## src/rtl/lfu_pkg.sv

```systemverilog
package lfu_pkg;

  // Classification of one reference cycle
  typedef enum logic [1:0] {
    REF_IDLE  = 2'd0,
    REF_HIT   = 2'd1,
    REF_FILL  = 2'd2,
    REF_EVICT = 2'd3
  } ref_kind_e;

  function automatic ref_kind_e classify(input logic valid, input logic hit,
                                         input logic any_empty);
    if (!valid)         return REF_IDLE;
    else if (hit)       return REF_HIT;
    else if (any_empty) return REF_FILL;
    else                return REF_EVICT;
  endfunction

endpackage

```

## src/rtl/lfu_stamp_counter.sv

```systemverilog
module lfu_stamp_counter #(
  parameter int STAMP_W = 8
) (
  input  logic               clk,
  input  logic               rst_n,
  input  logic               step_en,
  output logic [STAMP_W-1:0] now_o
);

  logic [STAMP_W-1:0] now_q, now_d;

  always_comb begin
    now_d = now_q + STAMP_W'(1);
  end

  always_ff @(posedge clk or negedge rst_n) begin
    if (!rst_n) begin
      now_q <= '0;
    end else if (step_en) begin
      now_q <= now_d;
    end
  end

  assign now_o = now_q;

endmodule

```

## src/rtl/lfu_frame_table.sv

```systemverilog
module lfu_frame_table #(
  parameter int NUM_FRAMES = 4,
  parameter int PAGE_W     = 8,
  parameter int CNT_W      = 8,
  parameter int STAMP_W    = 8,
  parameter int FRAME_W    = 2
) (
  input  logic                                clk,
  input  logic                                rst_n,
  input  logic                                wr_en,
  input  logic [FRAME_W-1:0]                  wr_idx,
  input  logic [PAGE_W-1:0]                   wr_page,
  input  logic [STAMP_W-1:0]                  wr_stamp,
  input  logic                                inc_en,
  input  logic [FRAME_W-1:0]                  inc_idx,
  output logic [NUM_FRAMES-1:0]               valid_o,
  output logic [NUM_FRAMES-1:0][PAGE_W-1:0]   page_o,
  output logic [NUM_FRAMES-1:0][CNT_W-1:0]    cnt_o,
  output logic [NUM_FRAMES-1:0][STAMP_W-1:0]  stamp_o
);

  localparam logic [CNT_W-1:0] CNT_MAX = {CNT_W{1'b1}};

  logic [NUM_FRAMES-1:0]              valid_q, valid_d;
  logic [NUM_FRAMES-1:0][PAGE_W-1:0]  page_q, page_d;
  logic [NUM_FRAMES-1:0][CNT_W-1:0]   cnt_q, cnt_d;
  logic [NUM_FRAMES-1:0][STAMP_W-1:0] stamp_q, stamp_d;

  genvar g;
  generate
    for (g = 0; g < NUM_FRAMES; g++) begin : g_frame
      logic load_here, bump_here;
      assign load_here = wr_en && (wr_idx == FRAME_W'(g));
      assign bump_here = inc_en && (inc_idx == FRAME_W'(g));

      always_comb begin
        valid_d[g] = valid_q[g];
        page_d[g]  = page_q[g];
        cnt_d[g]   = cnt_q[g];
        stamp_d[g] = stamp_q[g];
        if (load_here) begin
          valid_d[g] = 1'b1;
          page_d[g]  = wr_page;
          cnt_d[g]   = CNT_W'(1);
          stamp_d[g] = wr_stamp;
        end else if (bump_here && (cnt_q[g] != CNT_MAX)) begin
          cnt_d[g] = cnt_q[g] + CNT_W'(1);
        end
      end

      always_ff @(posedge clk or negedge rst_n) begin
        if (!rst_n) begin
          valid_q[g] <= 1'b0;
          page_q[g]  <= '0;
          cnt_q[g]   <= '0;
          stamp_q[g] <= '0;
        end else if (load_here || bump_here) begin
          valid_q[g] <= valid_d[g];
          page_q[g]  <= page_d[g];
          cnt_q[g]   <= cnt_d[g];
          stamp_q[g] <= stamp_d[g];
        end
      end

      // a saturated count stays at its ceiling on further hits
      p_cnt_saturates_r3: assert property (@(posedge clk) disable iff (!rst_n)
        (valid_q[g] && bump_here && !load_here && cnt_q[g] == CNT_MAX)
          |=> (cnt_q[g] == CNT_MAX));

      // an occupied frame never shows a zero count
      p_cnt_nonzero_r6: assert property (@(posedge clk) disable iff (!rst_n)
        valid_q[g] |-> (cnt_q[g] != '0));

      if (g > 0) begin : g_order
        // frames are occupied strictly in index order
        p_fill_order_r1: assert property (@(posedge clk) disable iff (!rst_n)
          valid_q[g] |-> valid_q[g-1]);
      end
    end
  endgenerate

  // a load always leaves the loaded frame at count one
  p_load_count_one_r6: assert property (@(posedge clk) disable iff (!rst_n)
    wr_en |=> (cnt_q[$past(wr_idx)] == CNT_W'(1)));

  assign valid_o = valid_q;
  assign page_o  = page_q;
  assign cnt_o   = cnt_q;
  assign stamp_o = stamp_q;

endmodule

```

## src/rtl/lfu_lookup.sv

```systemverilog
module lfu_lookup #(
  parameter int NUM_FRAMES = 4,
  parameter int PAGE_W     = 8,
  parameter int FRAME_W    = 2
) (
  input  logic [PAGE_W-1:0]                 ref_page,
  input  logic [NUM_FRAMES-1:0]             valid_i,
  input  logic [NUM_FRAMES-1:0][PAGE_W-1:0] page_i,
  output logic                              hit_o,
  output logic [FRAME_W-1:0]                hit_idx_o,
  output logic                              any_empty_o,
  output logic [FRAME_W-1:0]                empty_idx_o
);

  logic [NUM_FRAMES-1:0] match;

  genvar g;
  generate
    for (g = 0; g < NUM_FRAMES; g++) begin : g_cmp
      assign match[g] = valid_i[g] && (page_i[g] == ref_page);
    end
  endgenerate

  always_comb begin
    hit_o     = 1'b0;
    hit_idx_o = '0;
    for (int i = 0; i < NUM_FRAMES; i++) begin
      if (match[i] && !hit_o) begin
        hit_o     = 1'b1;
        hit_idx_o = FRAME_W'(i);
      end
    end
  end

  always_comb begin
    any_empty_o = 1'b0;
    empty_idx_o = '0;
    for (int i = 0; i < NUM_FRAMES; i++) begin
      if (!valid_i[i] && !any_empty_o) begin
        any_empty_o = 1'b1;
        empty_idx_o = FRAME_W'(i);
      end
    end
  end

endmodule

```

## src/rtl/lfu_victim_select.sv

```systemverilog
module lfu_victim_select #(
  parameter int NUM_FRAMES = 4,
  parameter int CNT_W      = 8,
  parameter int STAMP_W    = 8,
  parameter int FRAME_W    = 2
) (
  input  logic                               clk,
  input  logic                               rst_n,
  input  logic                               check_en,
  input  logic [NUM_FRAMES-1:0][CNT_W-1:0]   cnt_i,
  input  logic [NUM_FRAMES-1:0][STAMP_W-1:0] stamp_i,
  input  logic [STAMP_W-1:0]                 now_i,
  output logic [FRAME_W-1:0]                 victim_o
);

  logic [NUM_FRAMES-1:0][STAMP_W-1:0] age;
  logic [CNT_W-1:0]                   best_cnt;
  logic [STAMP_W-1:0]                 best_age;

  genvar g;
  generate
    for (g = 0; g < NUM_FRAMES; g++) begin : g_age
      // Distance back from the current stamp; stays ordered across wrap
      assign age[g] = now_i - stamp_i[g];
    end
  endgenerate

  always_comb begin
    victim_o = '0;
    best_cnt = cnt_i[0];
    best_age = age[0];
    for (int i = 1; i < NUM_FRAMES; i++) begin
      if ((cnt_i[i] < best_cnt) ||
          ((cnt_i[i] == best_cnt) && (age[i] > best_age))) begin
        victim_o = FRAME_W'(i);
        best_cnt = cnt_i[i];
        best_age = age[i];
      end
    end
  end

  generate
    for (g = 0; g < NUM_FRAMES; g++) begin : g_chk
      // no frame holds a smaller count than the chosen victim
      p_victim_minimal_r4: assert property (@(posedge clk) disable iff (!rst_n)
        check_en |-> (cnt_i[victim_o] <= cnt_i[g]));
    end
  endgenerate

endmodule

```

## src/rtl/lfu_frame_replacer.sv

```systemverilog
module lfu_frame_replacer #(
  parameter int NUM_FRAMES = 4,
  parameter int PAGE_W     = 8,
  parameter int CNT_W      = 8,
  parameter int STAMP_W    = 8,
  parameter int FRAME_W    = (NUM_FRAMES > 1) ? $clog2(NUM_FRAMES) : 1
) (
  input  logic               clk,
  input  logic               rst_n,
  input  logic               ref_valid,
  input  logic [PAGE_W-1:0]  ref_page,
  output logic               out_valid,
  output logic               out_hit,
  output logic [FRAME_W-1:0] out_frame,
  output logic               out_evict_valid,
  output logic [PAGE_W-1:0]  out_evict_page
);

  import lfu_pkg::*;

  logic [NUM_FRAMES-1:0]              valid_w;
  logic [NUM_FRAMES-1:0][PAGE_W-1:0]  page_w;
  logic [NUM_FRAMES-1:0][CNT_W-1:0]   cnt_w;
  logic [NUM_FRAMES-1:0][STAMP_W-1:0] stamp_w;
  logic [STAMP_W-1:0]                 now_w;

  logic               hit_w, any_empty_w;
  logic [FRAME_W-1:0] hit_idx_w, empty_idx_w, victim_w;
  ref_kind_e          kind;

  logic               load_en;
  logic [FRAME_W-1:0] load_idx;
  logic               bump_en;

  logic               res_hit_d, res_evict_d;
  logic [FRAME_W-1:0] res_frame_d;
  logic [PAGE_W-1:0]  res_page_d;

  logic               out_valid_q, out_hit_q, out_evict_q;
  logic [FRAME_W-1:0] out_frame_q;
  logic [PAGE_W-1:0]  out_page_q;

  lfu_stamp_counter #(.STAMP_W(STAMP_W)) u_stamp (
    .clk     (clk),
    .rst_n   (rst_n),
    .step_en (load_en),
    .now_o   (now_w)
  );

  lfu_frame_table #(
    .NUM_FRAMES (NUM_FRAMES),
    .PAGE_W     (PAGE_W),
    .CNT_W      (CNT_W),
    .STAMP_W    (STAMP_W),
    .FRAME_W    (FRAME_W)
  ) u_table (
    .clk      (clk),
    .rst_n    (rst_n),
    .wr_en    (load_en),
    .wr_idx   (load_idx),
    .wr_page  (ref_page),
    .wr_stamp (now_w),
    .inc_en   (bump_en),
    .inc_idx  (hit_idx_w),
    .valid_o  (valid_w),
    .page_o   (page_w),
    .cnt_o    (cnt_w),
    .stamp_o  (stamp_w)
  );

  lfu_lookup #(
    .NUM_FRAMES (NUM_FRAMES),
    .PAGE_W     (PAGE_W),
    .FRAME_W    (FRAME_W)
  ) u_lookup (
    .ref_page    (ref_page),
    .valid_i     (valid_w),
    .page_i      (page_w),
    .hit_o       (hit_w),
    .hit_idx_o   (hit_idx_w),
    .any_empty_o (any_empty_w),
    .empty_idx_o (empty_idx_w)
  );

  lfu_victim_select #(
    .NUM_FRAMES (NUM_FRAMES),
    .CNT_W      (CNT_W),
    .STAMP_W    (STAMP_W),
    .FRAME_W    (FRAME_W)
  ) u_victim (
    .clk      (clk),
    .rst_n    (rst_n),
    .check_en (kind == REF_EVICT),
    .cnt_i    (cnt_w),
    .stamp_i  (stamp_w),
    .now_i    (now_w),
    .victim_o (victim_w)
  );

  // Decision for the current reference
  always_comb begin
    kind        = classify(ref_valid, hit_w, any_empty_w);
    load_en     = 1'b0;
    load_idx    = '0;
    bump_en     = 1'b0;
    res_hit_d   = 1'b0;
    res_evict_d = 1'b0;
    res_frame_d = '0;
    res_page_d  = '0;
    unique case (kind)
      REF_HIT: begin
        bump_en     = 1'b1;
        res_hit_d   = 1'b1;
        res_frame_d = hit_idx_w;
      end
      REF_FILL: begin
        load_en     = 1'b1;
        load_idx    = empty_idx_w;
        res_frame_d = empty_idx_w;
      end
      REF_EVICT: begin
        load_en     = 1'b1;
        load_idx    = victim_w;
        res_frame_d = victim_w;
        res_evict_d = 1'b1;
        res_page_d  = page_w[victim_w];
      end
      default: ;
    endcase
  end

  // Result registers, loaded only when a reference is present
  always_ff @(posedge clk or negedge rst_n) begin
    if (!rst_n) begin
      out_valid_q <= 1'b0;
    end else begin
      out_valid_q <= ref_valid;
    end
  end

  always_ff @(posedge clk or negedge rst_n) begin
    if (!rst_n) begin
      out_hit_q   <= 1'b0;
      out_evict_q <= 1'b0;
      out_frame_q <= '0;
      out_page_q  <= '0;
    end else if (ref_valid) begin
      out_hit_q   <= res_hit_d;
      out_evict_q <= res_evict_d;
      out_frame_q <= res_frame_d;
      out_page_q  <= res_page_d;
    end
  end

  assign out_valid       = out_valid_q;
  assign out_hit         = out_hit_q;
  assign out_frame       = out_frame_q;
  assign out_evict_valid = out_evict_q;
  assign out_evict_page  = out_page_q;

  // a hit never reports an eviction
  p_hit_no_evict_r2: assert property (@(posedge clk) disable iff (!rst_n)
    (out_valid && out_hit) |-> !out_evict_valid);

  // a result follows each reference by one cycle
  p_result_follows_r7: assert property (@(posedge clk) disable iff (!rst_n)
    ref_valid |=> out_valid);

  // no result after an idle cycle
  p_idle_quiet_r7: assert property (@(posedge clk) disable iff (!rst_n)
    !ref_valid |=> !out_valid);

  // an eviction is only chosen when every frame is occupied
  p_evict_when_full_r4: assert property (@(posedge clk) disable iff (!rst_n)
    (ref_valid && !hit_w && !any_empty_w) |-> (&valid_w));

  // the evicted page really left its frame for the new one
  p_evict_replaced_r4: assert property (@(posedge clk) disable iff (!rst_n)
    (kind == REF_EVICT) |=> (page_w[$past(victim_w)] == $past(ref_page)));

endmodule

```

## config.mk

```make
export PLATFORM = sky130hd
export DESIGN_NAME = lfu_frame_replacer
export DESIGN_NICKNAME = d
export VERILOG_FILES = /design/src/rtl/lfu_pkg.sv /design/src/rtl/lfu_stamp_counter.sv /design/src/rtl/lfu_frame_table.sv /design/src/rtl/lfu_lookup.sv /design/src/rtl/lfu_victim_select.sv /design/src/rtl/lfu_frame_replacer.sv
export SDC_FILE = /design/constraint.sdc
export NUM_CORES = 1
export LEC_CHECK = 0
export ABC_CLOCK_PERIOD_IN_PS = 8800
export CAP_MARGIN = 30
export CELL_PAD_IN_SITES_DETAIL_PLACEMENT = 0
export CELL_PAD_IN_SITES_GLOBAL_PLACEMENT = 1
export CORE_ASPECT_RATIO = 0.8
export CORE_MARGIN = 2
export CORE_UTILIZATION = 30
export DETAILED_ROUTE_END_ITERATION = 12
export DONT_BUFFER_PORTS = 1
export PLACE_DENSITY_LB_ADDON = 0.1
export SLEW_MARGIN = 20
export SYNTH_ARGS = -nofsm -noshare
export SYNTH_HDL_FRONTEND = slang
export SYNTH_SLANG_ARGS = --single-unit
```

## constraint.sdc

```tcl
create_clock -name clk -period 8.8 [get_ports clk]
set_input_delay 0 -clock clk [delete_from_list [all_inputs] [get_ports clk]]
set_output_delay 0 -clock clk [all_outputs]
set_load 0.01 [all_outputs]
```

==> impl_metrics.json, run 1 <==
{
  "crit_slowest_cell": "a221oi_4",
  "synth_common_cells": "121 x dfrtp_1, 82 x nand2_1, 79 x ha_1",
  "crit_arrival_ns": 8.54,
  "rows": 56,
  "grt_usage_pct": 18.5,
  "finalCritPeriodShare_pct": 93.4,
  "finalSetupViolCount": 0,
  "portBuffers": 0,
  "drtIter0Drc": 290,
  "routabilityCongestion": 0.764,
  "clk_pin_slew_ns": 0.07,
  "antenna_cells": 0,
  "status": "complete, no violations",
  "cp_max_fo": 19,
  "async_flop_share_pct": 100,
  "cts_buffers": 17,
  "min_path_cells": 4,
  "gr-usage-met1_pct": 28.8,
  "grt_max_degree": 122,
  "rr_worst_depth": 33,
  "r2r_slack_ns": 0.58,
  "root_buffer": "clkbuf_16",
  "synth_nets": 1033,
  "avgSynthCellArea_um2": 9.43,
  "ys_warn_count": 0,
  "die_h_um": 158,
  "tns_ns": 0,
  "syn2layout_area_growth_pct": 14.4,
  "clk_path_buf_depth": 2,
  "rsz0062_at_grt": "no",
  "worst_pin_slew_ns": 0.883,
  "synth.ff_latch_count": 121,
  "cts_tree": "yes",
  "drc": 0,
  "timing.hold.ws_ns": 0.0326,
  "postRouteAntennaNets": 0,
  "ios": 24,
  "firstDrtPassIters": 5,
  "gr-usage-met2_pct": 25.9,
  "start_kind": "flip-flop",
  "max_freq_mhz": 122,
  "cts_setup_buffers": 0,
  "crit-reg2reg-launch": "u_stamp.now_o[0]$_DFFE_PN0P_",
  "cpMostUsedCell": "ha_1",
  "drive_gt1_share_pct": 13.1,
  "grtUsageMet3_pct": 3.41,
  "wire_per_inst_um": 20.5,
  "slew_headroom_pct": 41.0,
  "fin_worst_skew_ns": 0.0149,
  "vias": 6803,
  "ys_types": 64,
  "fin_crit_ns": 8.22,
  "nNetsFinal": 1044,
  "synth_area_leaders": "dfrtp_1 34%, ha_1 11%, xnor2_1 7.3%",
  "end_kind": "flip-flop",
  "viasPerCell": 5.08,
  "hold_path_class": "in2reg",
  "synth_edf_count": 0,
  "h-tree-depth": 4,
  "synth_area_leader_cell": "dfrtp_1",
  "yosys.area.top_type_share_pct": 34.2,
  "die_area_mm2": 0.0309,
  "chipWidth_um": 196,
  "ys.flop_type": "dfrtp_1",
  "postSynthCellCount": 939,
  "first_global_vias": 6858,
  "cp-startpoint": "u_stamp.now_o[0]$_DFFE_PN0P_",
  "grt_overflow": 0,
  "grt.busiest_layer": "met1",
  "clk_latency_ns": 0.44,
  "hp-start": "ref_valid",
  "clock_sinks": 121,
  "dp_hpwl_mm": 19.3,
  "final-max-slew-violation-count": 0,
  "worstSetupPathType": "reg2reg",
  "final_hold_viol_count": 0,
  "antenna_found_initial": 0,
  "coreArea_mm2": 0.0291,
  "cap_violations": 0,
  "required_ns": 9.12,
  "routed_wirelength_mm": 27.4,
  "ys_seq_area_share_pct": 34.2,
  "synthesis.area_mm2": 0.00885,
  "grt_pass1_wl_mm": 42.5,
  "yosysMostFrequentCell": "dfrtp_1",
  "cpPeakStageDelay_ns": 0.53,
  "initial_core_util_pct": 30.4
}
[layout by cell type (no fill, tap or decap), types with 8 or more instances in the layout]
cell / synthesis / layout
inv_1: 73 / 72
xor2_1: 15 / 15
nand3_1: 37 / 37
nor2b_1: 9 / 9
clkbuf_16: 0 / 17
buf_4: 0 / 23
mux2_1: 10 / 10
nand2b_1: 8 / 8
nand2_1: 82 / 82
dlygate4sd3_1: 0 / 10
and2_1: 9 / 9
a22oi_1: 8 / 8
nand4_1: 27 / 27
mux2i_1: 24 / 24
mux2_4: 9 / 9
o311a_1: 15 / 15
mux2_2: 35 / 35
o22ai_1: 8 / 8
nor3_1: 20 / 20
ha_1: 79 / 79
nor2_1: 56 / 55
dfrtp_1: 121 / 121
o211ai_1: 23 / 23
a21o_1: 22 / 22
a21oi_1: 27 / 26
o21ai_0: 18 / 18
xnor2_1: 74 / 74
[critical path, delay by kind of cell (launching register included)]
family	cells	cell delay, ns
AO/OA/AOI/OAI	17	3.97
adder cells (fa/ha/maj)	5	1.42
buffers and inverters	4	0.86
flip-flops	1	0.44
multiplexers	3	0.85
AND/OR/NAND/NOR	4	0.56
[cell families (layout without fill, tap and decap cells)]
| kind of cell | after synthesis | in the layout | share of synthesized area (%) |
|---|---|---|---|
| buffers and inverters | 120 | 143 | 5.38 |
| xor gates and xnor gates | 89 | 89 | 8.80 |
| AOI/OAI and AO/OA | 176 | 176 | 14.7 |
| and+or+nand+nor | 272 | 273 | 14.9 |
| adders and majority gates | 83 | 83 | 12.1 |
| muxes | 78 | 78 | 9.96 |
| DFF | 121 | 121 | 34.2 |
[path summary, 6_finish.rpt]
path                                                   end
max                          u_table.page_o[5]$_DFFE_PN0P_
min                           u_table.cnt_o[8]$_DFFE_PN0P_
max reg2reg                  u_table.page_o[5]$_DFFE_PN0P_
min reg2reg                u_table.stamp_o[25]$_DFFE_PN0P_
max in group asynchronous    u_table.cnt_o[25]$_DFFE_PN0P_
min in group asynchronous    u_table.cnt_o[19]$_DFFE_PN0P_
[per-stage QoR]
stage	cell area (um2)	cells	util [%]	setup WS, ns
2_1_floorplan	8850	939	-	0.937
3_3_place_gp	9340	1295	32.0	0.311
3_5_place_dp	9350	1296	32.1	0.229
4_1_cts	10100	1339	34.6	0.209
5_1_grt	10100	1340	34.7	0.0445
6_report	10100	1340	34.7	0.578
[sequential cells by signal, indices dropped and copies added, names as in the netlist]
signal,flops
u_table.cnt_o,32
out_evict_valid,1
out_valid,1
u_table.stamp_o,32
u_table.valid_o,4
out_frame,2
out_evict_page,8
u_stamp.now_o,8
u_table.page_o,32
out_hit,1
[cell type report]
class,instances,area [um2]
flip-flops and latches,121,3030
clock inverters,13,168
well taps,377,472
inverters,73,274
clock buffers,19,453
repair buffers,38,344
multi-input cells,699,5390
fillers,3002,19000
[routing by layer]
| layer | wire [um] | vias to the layer above | part of all wire (%) |
|---|---|---|---|
| met5 | 0 | - | 0 |
| met4 | 283 | 0 | 1.0 |
| met3 | 766 | 17 | 2.8 |
| met2 | 11000 | 78 | 40 |
| met1 | 15400 | 3347 | 56 |
| li1 | - | 3361 | - |
[timing repair]
action	in CTS	in global routing
endpoints found under the setup margin	0	70
hold endpoints to repair	166	0
gates resized for setup	0	5
hold buffers	11	0
Power of run 1 is not shown: default switching activity piles up to over one toggle a cycle in this logic, so the estimate is an artifact.
==> inputs of run 2 (changes only) <==
Settings changed: BUFFER_PORTS_ARGS set to -buffer_cell sky130_fd_sc_hd__buf_2, DONT_BUFFER_PORTS 1 to not set.
==> impl_metrics.json, run 2 (synthesis gave the netlist of run 1 again) <==
{
  "fill_cells": 2992,
  "cts_tree": "yes",
  "cp_max_fo": 25,
  "place_worst_setup_slack_ns": 0.172,
  "antenna_cells": 0,
  "worstSetupPathType": "reg2reg",
  "root_buffer": "clkbuf_16",
  "fin_ws_ns": 0.570,
  "start_kind": "flip-flop",
  "clock_sinks": 121,
  "die_h_um": 158,
  "final_common_cell": "dfrtp_1",
  "routed_wirelength_mm": 26.5,
  "initial_core_util_pct": 30.4,
  "portBuffers": 23,
  "nNetsFinal": 1061,
  "final_hold_viol_count": 0,
  "drtIter0Drc": 415,
  "cts_buffers": 17,
  "hold_path_class": "in2reg",
  "dp_hpwl_mm": 19.6,
  "drive_gt1_share_pct": 15.1,
  "finalCritPeriodShare_pct": 93.5,
  "cpMostUsedCell": "ha_1",
  "path_buf_inv": 6,
  "routabilityCongestion": 0.807,
  "hp-start": "ref_page[0]",
  "crit_slowest_cell": "nor2_4",
  "cpPeakStageDelay_ns": 0.48,
  "r2r-end": "u_table.stamp_o[2]$_DFFE_PN0P_",
  "min_to": "u_table.page_o[8]$_DFFE_PN0P_",
  "slew_headroom_pct": 51.1,
  "syn2layout_area_growth_pct": 15.0,
  "r2r_slack_ns": 0.57,
  "grt_max_degree": 64,
  "ios": 24,
  "cap_violations": 0,
  "worst_pin_slew_ns": 0.728,
  "final-max-slew-violation-count": 0,
  "coreArea_mm2": 0.0291,
  "crit_family": "compound AO/OA/AOI/OAI gates",
  "vias": 6829,
  "finalSetupViolCount": 0,
  "postRouteAntennaNets": 0,
  "min_path_cells": 2,
  "fin_worst_skew_ns": 0.0123,
  "grt_overflow": 0,
  "crit-reg2reg-launch": "u_stamp.now_o[0]$_DFFE_PN0P_",
  "fin_crit_ns": 8.23,
  "utilization_pct": 34.9,
  "antenna_found_initial": 0,
  "layout_common_cells": "121 x dfrtp_1, 82 x nand2_1, 79 x ha_1",
  "viasPerCell": 5.04,
  "firstDrtPassIters": 5,
  "drc": 0,
  "die_area_mm2": 0.0309,
  "wire_per_inst_um": 19.6,
  "grt_usage_pct": 17.7,
  "status": "complete, no violations",
  "rr_worst_depth": 36,
  "end_kind": "flip-flop",
  "clk_pin_slew_ns": 0.06,
  "chipWidth_um": 196,
  "rows": 56,
  "first_global_vias": 6659,
  "h-tree-depth": 4,
  "max_freq_mhz": 122,
  "crit_arrival_ns": 8.54,
  "grt_pass1_wl_mm": 41.1,
  "clk_path_buf_depth": 2,
  "required_ns": 9.11,
  "clk_latency_ns": 0.42,
  "timing.hold.ws_ns": 0.0309
}
==> run 2: changes by cell type in the layout (fill, tap and decap cells not counted), sizes merged <==
| cell | before | now |
|---|---|---|
| buf | 27 | 52 |
| dlygate4sd3 | 10 | 3 |
| clkinv | 3 | 5 |
| clkinvlp | 5 | 3 |
| clkdlybuf4s18 | 1 | 0 |
| inv | 75 | 74 |
==> run 2: worst max path at each step <==
stage | depth (start not counted) | start | to
after CTS | 33 | u_stamp.now_o[0]$_DFFE_PN0P_ | u_table.stamp_o[4]$_DFFE_PN0P_
after global routing | 36 | u_stamp.now_o[0]$_DFFE_PN0P_ | u_table.stamp_o[2]$_DFFE_PN0P_
after global placement | 36 | u_stamp.now_o[0]$_DFFE_PN0P_ | u_table.stamp_o[2]$_DFFE_PN0P_
final | 36 | u_stamp.now_o[0]$_DFFE_PN0P_ | u_table.stamp_o[2]$_DFFE_PN0P_
after floorplan | 34 | u_stamp.now_o[1]$_DFFE_PN0P_ | u_table.page_o[4]$_DFFE_PN0P_
after detailed placement | 33 | u_stamp.now_o[0]$_DFFE_PN0P_ | u_table.stamp_o[2]$_DFFE_PN0P_
==> run 2: what timing repair did <==
| item | 4_1_cts | 5_1_grt |
|---|---|---|
| endpoints found under the setup margin | 0 | 89 |
| setup buffers | 0 | 2 |
| endpoints found under the hold margin | 61 | 0 |
| hold buffers | 3 | 0 |
| resized for setup | 0 | 4 |
==> run 2: area by class of cell <==
cell class	count	area, um2	share of cell area (%)
multi-input combinational	699	5410	53.1
sequential	121	3030	29.8
tap	377	472	4.63
clock buffer	19	443	4.35
timing repair buffer	55	404	3.97
inverter	73	274	2.69
clock inverter	12	150	1.48
==> run 2: routing by layer <==
layer	up-vias	track usage [%]	routed length, um
met5	-	0	0
li1	3386	-	-
met4	0	3.61	197
met3	13	3.07	829
met1	3330	28.3	15000
met2	100	24.4	10500
==> run 2: stage by stage <==
step	instance area, um2	std cells	setup TNS (ns)
detailed placement	9490	1318	0
global placement	9480	1317	0
CTS	10100	1352	0
global route	10200	1356	-0.106
finish	10200	1356	0
floorplan	8850	939	0
==> run 2: worst register-to-register path: cells and delay by family, from the launching register on <==
kind / cells / cell delay [ns]
AO/OA/AOI/OAI: 16 / 3.28
XOR/XNOR: 1 / 0.20
adder cells (fa/ha/maj): 4 / 1.15
buffers and inverters: 6 / 1.05
flip-flops: 1 / 0.44
multiplexers: 3 / 1.03
AND/OR/NAND/NOR: 6 / 0.98
Power of run 2 is left out for the same reason.
==> inputs of run 3 (changes only) <==
Settings changed: CORE_UTILIZATION 30 to 46, CTS_BUF_LIST set to sky130_fd_sc_hd__clkbuf_8.
==> impl_metrics.json, run 3 (synthesis gave the netlist of run 1 again) <==
{
  "cpPeakStageDelay_ns": 0.47,
  "grt_usage_pct": 23.7,
  "worst_pin_slew_ns": 0.675,
  "nNetsFinal": 1066,
  "viasPerCell": 5.67,
  "slew_headroom_pct": 55.0,
  "finalCritPeriodShare_pct": 93.3,
  "coreArea_mm2": 0.0189,
  "antenna_found_initial": 0,
  "fin_worst_skew_ns": 0.0169,
  "chipWidth_um": 159,
  "initial_core_util_pct": 46.8,
  "cts_buffers": 17,
  "h-tree-depth": 4,
  "dp_hpwl_mm": 17.5,
  "fill_cells": 1790,
  "cts_tree": "yes",
  "antenna_cells": 0,
  "status": "complete, no violations",
  "start_kind": "flip-flop",
  "cap_violations": 0,
  "utilization_pct": 52.1,
  "drc": 0,
  "die_h_um": 128,
  "required_ns": 9.18,
  "wire_per_inst_um": 18.6,
  "first_global_vias": 6897,
  "r2r_slack_ns": 0.59,
  "cp_max_fo": 32,
  "vias": 7042,
  "max_freq_mhz": 122,
  "root_buffer": "clkbuf_8",
  "grt_max_degree": 74,
  "final_common_cell": "dfrtp_1",
  "cts_setup_buffers": 0,
  "layout_common_cells": "121 x dfrtp_1, 82 x nand2_1, 79 x ha_1",
  "rows": 45,
  "rr_worst_depth": 33,
  "postRouteAntennaNets": 0,
  "grt_pass1_wl_mm": 37.9,
  "ios": 24,
  "layoutNonFillerInstCount": 1243,
  "drive_gt1_share_pct": 14.9,
  "crit_arrival_ns": 8.59,
  "timing.hold.ws_ns": 0.135,
  "clk_latency_ns": 0.45,
  "cp-startpoint": "u_stamp.now_o[0]$_DFFE_PN0P_",
  "final_hold_viol_count": 0,
  "clk_pin_slew_ns": 0.09,
  "dp.cells": 1200,
  "firstDrtPassIters": 7,
  "routabilityCongestion": 0.908,
  "finalSetupViolCount": 0,
  "hold_path_class": "in2async",
  "drtIter0Drc": 533,
  "end_kind": "flip-flop",
  "crit-reg2reg-launch": "u_stamp.now_o[0]$_DFFE_PN0P_",
  "crit_slowest_cell": "nor4_1",
  "rsz0062_at_grt": "no",
  "syn2layout_area_growth_pct": 11.3,
  "worstSetupPathType": "reg2reg",
  "portBuffers": 23,
  "worstSetupEndpoint": "u_table.page_o[16]$_DFFE_PN0P_",
  "tns_ns": 0,
  "clock_sinks": 121,
  "final-max-slew-violation-count": 0,
  "fin_crit_ns": 8.21,
  "die_area_mm2": 0.0204,
  "routed_wirelength_mm": 23.2,
  "grt_overflow": 0,
  "r2r-end": "u_table.page_o[16]$_DFFE_PN0P_",
  "clk_path_buf_depth": 2
}
[run 3: timing repair]
| action | 4_1_cts | 5_1_grt |
|---|---|---|
| resized for setup | 0 | 4 |
| endpoints found under the hold margin | 70 | 0 |
| endpoints found under the setup margin | 0 | 22 |
| hold buffers | 10 | 0 |
[run 3: critical path: cells and delay by family, from the launching register on]
kind                       cells  cell delay (ns)
AOI/OAI and AO/OA             13             3.48
and+or+nand+nor                9             1.44
adders and majority gates      5             1.41
buffers and inverters          5             1.18
DFF                            1             0.46
muxes                          1             0.18
[run 3: final cells by class]
type / count / area, um2 / area share (%)
Clock buffer: 18 / 248 / 2.51
Clock inverter: 14 / 124 / 1.26
Inverter: 73 / 274 / 2.78
Multi-Input combinational cell: 698 / 5390 / 54.7
Sequential cell: 121 / 3030 / 30.7
Tap cell: 258 / 323 / 3.28
Timing Repair Buffer: 61 / 472 / 4.79
[run 3: worst min path at each step]
stage	from	slack, ns	to	depth (start not counted)
finish	rst_n	0.14	u_table.stamp_o[27]$_DFFE_PN0P_	2
global route	rst_n	0.17	u_table.cnt_o[27]$_DFFE_PN0P_	2
CTS	rst_n	0.12	u_table.cnt_o[19]$_DFFE_PN0P_	2
detailed placement	rst_n	0.08	u_table.cnt_o[19]$_DFFE_PN0P_	1
global placement	rst_n	0.07	u_table.cnt_o[18]$_DFFE_PN0P_	1
floorplan	rst_n	-0.30	out_evict_page[0]$_DFFE_PN0P_	0
[run 3: stage by stage]
| stage | area, um2 | worst slack [ns] |
|---|---|---|
| after global routing | 9850 | 0.0763 |
| after detailed placement | 9340 | 0.250 |
| after global placement | 9280 | 0.388 |
| after floorplan | 8850 | 0.937 |
| after CTS | 9820 | 0.241 |
| final | 9850 | 0.592 |
[run 3: metal layers]
metal  GRT usage [%]  up-vias  routed length [um]
li1                -     3391                   -
met1            35.6     3462               11500
met2            35.2      170               10000
met3            4.30       19                1230
met4            6.26        0                 359
met5               0        -                   0
Power of run 3 is left out for the same reason.
